### src/rtl/alu_pkg.sv
package alu_pkg;
   typedef enum logic [1:0] {
      SEL_AND = 2'b00,
      SEL_OR  = 2'b01,
      SEL_SUM = 2'b10,
      SEL_LT  = 2'b11
   } sel_e;

   localparam logic [3:0] CW_ADD = 4'b0010;
   localparam logic [3:0] CW_SUB = 4'b0110;

   function automatic logic is_arith(input logic [3:0] cw);
      return (cw == CW_ADD) || (cw == CW_SUB);
   endfunction
endpackage

### src/rtl/alu_operand_prep.sv
module alu_operand_prep #(
   parameter int WIDTH = 32
) (
   input  logic [WIDTH-1:0] a_i,
   input  logic [WIDTH-1:0] b_i,
   input  logic             inv_a_i,
   input  logic             inv_b_i,
   output logic [WIDTH-1:0] a_o,
   output logic [WIDTH-1:0] b_o
);
   assign a_o = inv_a_i ? ~a_i : a_i;
   assign b_o = inv_b_i ? ~b_i : b_i;
endmodule

### src/rtl/alu_adder.sv
module alu_adder #(
   parameter int WIDTH  = 32,
   parameter int RIPPLE = 0
) (
   input  logic [WIDTH-1:0] a_i,
   input  logic [WIDTH-1:0] b_i,
   input  logic             cin_i,
   output logic [WIDTH-1:0] sum_o,
   output logic             ovf_o
);
   localparam int MSB = WIDTH - 1;

   generate
      if (RIPPLE != 0) begin : g_ripple
         logic [WIDTH-1:0] carry;
         assign carry[0] = cin_i;
         for (genvar i = 0; i < WIDTH; i++) begin : g_bit
            assign sum_o[i] = a_i[i] ^ b_i[i] ^ carry[i];
            if (i < WIDTH - 1) begin : g_c
               assign carry[i+1] = (a_i[i] & b_i[i]) | (carry[i] & (a_i[i] ^ b_i[i]));
            end
         end
      end else begin : g_flat
         assign sum_o = a_i + b_i + {{(WIDTH-1){1'b0}}, cin_i};
      end
   endgenerate

   assign ovf_o = (a_i[MSB] == b_i[MSB]) && (sum_o[MSB] != a_i[MSB]);
endmodule

### src/rtl/alu_result_sel.sv
module alu_result_sel
   import alu_pkg::*;
#(
   parameter int WIDTH = 32
) (
   input  logic [WIDTH-1:0] a_i,
   input  logic [WIDTH-1:0] b_i,
   input  logic [WIDTH-1:0] sum_i,
   input  logic             ovf_raw_i,
   input  sel_e             sel_i,
   output logic [WIDTH-1:0] result_o
);
   localparam int MSB = WIDTH - 1;

   logic lt_bit;
   assign lt_bit = sum_i[MSB] ^ ovf_raw_i;

   always_comb begin
      unique case (sel_i)
         SEL_AND: result_o = a_i & b_i;
         SEL_OR:  result_o = a_i | b_i;
         SEL_SUM: result_o = sum_i;
         SEL_LT:  result_o = {{(WIDTH-1){1'b0}}, lt_bit};
         default: result_o = '0;
      endcase
   end
endmodule

### src/rtl/inv_ctl_alu.sv
module inv_ctl_alu
   import alu_pkg::*;
#(
   parameter int WIDTH  = 32,
   parameter int RIPPLE = 0
) (
   input  logic [WIDTH-1:0] a_i,
   input  logic [WIDTH-1:0] b_i,
   input  logic [3:0]       ctrl_i,
   output logic [WIDTH-1:0] result_o,
   output logic             zero_o,
   output logic             ovf_o
);
   generate
      if (WIDTH < 2) begin : g_bad_width
         $error("inv_ctl_alu: WIDTH must be at least 2");
      end
      if (RIPPLE != 0 && RIPPLE != 1) begin : g_bad_kind
         $error("inv_ctl_alu: RIPPLE must be 0 or 1");
      end
   endgenerate

   logic [WIDTH-1:0] a_c, b_c, sum;
   logic             ovf_raw;
   sel_e             sel;

   assign sel = sel_e'(ctrl_i[1:0]);

   alu_operand_prep #(.WIDTH(WIDTH)) u_prep (
      .a_i(a_i), .b_i(b_i), .inv_a_i(ctrl_i[3]), .inv_b_i(ctrl_i[2]),
      .a_o(a_c), .b_o(b_c)
   );

   alu_adder #(.WIDTH(WIDTH), .RIPPLE(RIPPLE)) u_add (
      .a_i(a_c), .b_i(b_c), .cin_i(ctrl_i[2]), .sum_o(sum), .ovf_o(ovf_raw)
   );

   alu_result_sel #(.WIDTH(WIDTH)) u_sel (
      .a_i(a_c), .b_i(b_c), .sum_i(sum), .ovf_raw_i(ovf_raw),
      .sel_i(sel), .result_o(result_o)
   );

   assign zero_o = ~|result_o;
   assign ovf_o  = is_arith(ctrl_i) & ovf_raw;
endmodule

### config.mk
export PLATFORM = sky130hd
export DESIGN_NAME = inv_ctl_alu
export DESIGN_NICKNAME = d
export VERILOG_FILES = /design/src/rtl/alu_pkg.sv /design/src/rtl/alu_operand_prep.sv /design/src/rtl/alu_adder.sv /design/src/rtl/alu_result_sel.sv /design/src/rtl/inv_ctl_alu.sv
export SDC_FILE = /design/constraint.sdc
export NUM_CORES = 1
export LEC_CHECK = 0
export ABC_CLOCK_PERIOD_IN_PS = 4300
export BUFFER_PORTS_ARGS = -buffer_cell sky130_fd_sc_hd__buf_2
export CAP_MARGIN = 20
export CORE_MARGIN = 10
export CORE_UTILIZATION = 30
export DETAILED_ROUTE_END_ITERATION = 10
export PLACE_DENSITY = 0.48
export SYNTH_ARGS = -nofsm -noshare
export SYNTH_HDL_FRONTEND = slang
export SYNTH_HIERARCHICAL = 1
export SYNTH_SLANG_ARGS = --single-unit
### constraint.sdc
create_clock -name vclk -period 4.3
set_input_delay 0.215 -clock vclk [all_inputs]
set_output_delay 0.215 -clock vclk [all_outputs]
set_load 0.01 [all_outputs]
==> flow_summary.json <==
{
  "slowest_stage": "a2111oi_4",
  "routed_via_density": 5.31,
  "regArea_um2": 0,
  "gr-total-overflow": 0,
  "hold_depth": 3,
  "syn_area_per_cell_um2": 7.31,
  "grt_pass1_vias": 3979,
  "hold_viol": 0,
  "fin_crit_sh_pct": 94.8,
  "synth.most_common_cell": "nand2_1",
  "hold_end": "ovf_o",
  "yosys.area.top_type_share_pct": 19.3,
  "slew_headroom_pct": 46.0,
  "syn_to_final_growth_pct": 23.2,
  "grt_pass1_wl_mm": 19.7,
  "rows": 39,
  "drc_errors": 0,
  "postSynthCellCount": 491,
  "setup_viol": 0,
  "dr.pass1.iters": 5,
  "seq_cell_count": 0,
  "num-fill-cells": 1249,
  "hold_path_class": "input pin to output port",
  "critical-path-top-delay-family": "simple AND/OR/NAND/NOR gates",
  "grt_use_total_pct": 13.7,
  "via_count": 3916,
  "crit_path_start_kind": "input pin",
  "portBuffers": 102,
  "insertedDiodeCount": 0,
  "holdBufCountCts": 0,
  "drv_cap": 0,
  "crit_type": "input pin to output port",
  "worstMarginPinSlew_ps": 808,
  "gp_congestion": 0.858,
  "postRouteAntennaNets": 0,
  "path_buf_inv": 4,
  "worst-endpoint-required_ps": 4090,
  "finalMaxSlewViolations": 0,
  "leakage_nw": 1.98,
  "stdcell_count": 738,
  "grt_max_degree": 33,
  "final_net_count": 697,
  "die_width_um": 129,
  "hold_ws_ps": 843,
  "synth_cell_types": 53,
  "fin_crit_ps": 4080,
  "antenna_found_initial": 0,
  "syn_nets": 591,
  "fin_area_um2": 4420,
  "status": "completed",
  "wl_per_cell_um": 17.2,
  "start_util_pct": 31.0,
  "dp.cells": 725,
  "core-area_um2": 11600,
  "power_per_cell_area_nw_per_um2": 251,
  "synth_common_cells": "88 x nand2_1, 79 x xor2_1, 53 x nor2_1",
  "final_layout_size_suffix_gt1_share_pct": 31.8,
  "synthTopCellsByArea": "xor2_1 19%, o221ai_2 13%, ha_1 10%, nand2_1 9.2%, nor2_1 5.5%",
  "wl_mm": 12.7,
  "post-dp-hpwl_mm": 10.1,
  "fin_util_pct": 38.2,
  "end_kind": "output port",
  "fmax_mhz": 245,
  "fp.dieArea_um2": 16700,
  "ir_worst_vdd_mv": 0.0653,
  "cp_max_fo": 4,
  "path_cells": "clkbuf_4, xor2_4, fa_1, inv_1, fa_1, and2b_4, o2111ai_4, a2111oi_4, buf_4, nor2_2, nor4b_4, o311ai_2, xor2_1, nand2_1, o221ai_2, nor4_2, nand4_1, nor2_2, buf_2",
  "final.clkbuf_count": 0,
  "worstPathArrival_ps": 3860,
  "slowest_delay_ps": 420,
  "pin_count": 102,
  "place_area_um2": 4160,
  "ys_warn_count": 6,
  "syn_area_um2": 3590,
  "die_h_um": 129,
  "dp_slack_ps": -205,
  "synth_seq_area_share_pct": 0,
  "worst_slack_ps": 223,
  "drtIter0Drc": 208,
  "synth_top_area_cell": "xor2_1",
  "hp-start": "ctrl_i[0]"
}
-- layout by cell type, fill, tap and decap left out, types with 3 or more instances in the layout --
cell type  netlist  routed
a21o_1          12      12
a21oi_1         37      36
a31oi_1          3       3
buf_12           6       3
buf_2            2     100
buf_4            2      24
ha_1            30      28
inv_1           13      13
nand2_1         88      88
nand3_1         10      10
nand4_1          8       8
nor2_1          53      52
nor3_1           3       3
nor4_1           8       5
nor4_2           1       4
o211ai_1         5       5
o21a_1           6       6
o21ai_0         20      19
o221ai_2        30      30
xnor2_1         15      15
xor2_1          79      75
-- cell type report --
| class | instances | area (µm²) | area share, % |
|---|---|---|---|
| timing repair buffer | 132 | 817 | 18.5 |
| tap | 143 | 179 | 4.05 |
| multi-input combinational | 450 | 3370 | 76.4 |
| inverter | 13 | 48.8 | 1.10 |
-- kinds of logic (layout without fill, tap and decap cells) --
kind of cell | Yosys count | in the layout | synth area share (%)
adders and majority gates | 32 | 32 | 11.6
and+or+nand+nor | 188 | 188 | 24.1
AOI/OAI and AO/OA | 134 | 134 | 31.8
muxes | 2 | 2 | 0.558
buffers and inverters | 41 | 145 | 8.96
xor gates and xnor gates | 94 | 94 | 23.0
-- power breakdown --
| part | total, mW | leakage (nW) | internal, mW | switching, mW |
|---|---|---|---|---|
| Sequential | 0 | 0 | 0 | 0 |
| Clock | 0 | 0 | 0 | 0 |
| Combinational | 1.11 | 1.98 | 0.466 | 0.642 |
| Total | 1.11 | 1.98 | 0.466 | 0.642 |
-- layer usage --
metal | routed length (µm) | part of all wire, % | vias to the layer above | GRT usage (%)
met5 | 0 | 0 | - | 0
met4 | 179 | 1.4 | 0 | 1.20
met3 | 518 | 4.1 | 12 | 1.14
met2 | 6220 | 49 | 83 | 25.4
met1 | 5750 | 45 | 1846 | 17.3
li1 | - | - | 1975 | -
-- through the flow --
step / power (mW) / setup TNS, ps
floorplan: 0.776 / 0
global placement: 1.06 / -135
detailed placement: 1.06 / -205
CTS: 1.07 / 0
global route: 1.23 / -52.4
finish: 1.11 / 0
-- worst max path at each step --
| stage | startpoint | to | slack [ps] | cells past startpoint |
|---|---|---|---|---|
| 4_1_cts | ctrl_i[2] | zero_o | 50 | 18 |
| 3_5_place_dp | ctrl_i[2] | zero_o | -210 | 19 |
| 6_report | ctrl_i[3] | zero_o | 220 | 19 |
| 3_3_place_gp | ctrl_i[3] | zero_o | -140 | 18 |
| 5_1_grt | ctrl_i[3] | zero_o | -50 | 19 |
| 2_1_floorplan | ctrl_i[2] | zero_o | 510 | 18 |
-- repair_timing --
item                       in CTS  in global routing
setup buffers                   0                 11
gates cloned                    0                  2
pin swaps                       0                  6
resized for setup               3                 18
setup endpoints to repair       1                  1
No activity file was read; power rests on OpenSTA's default activity.
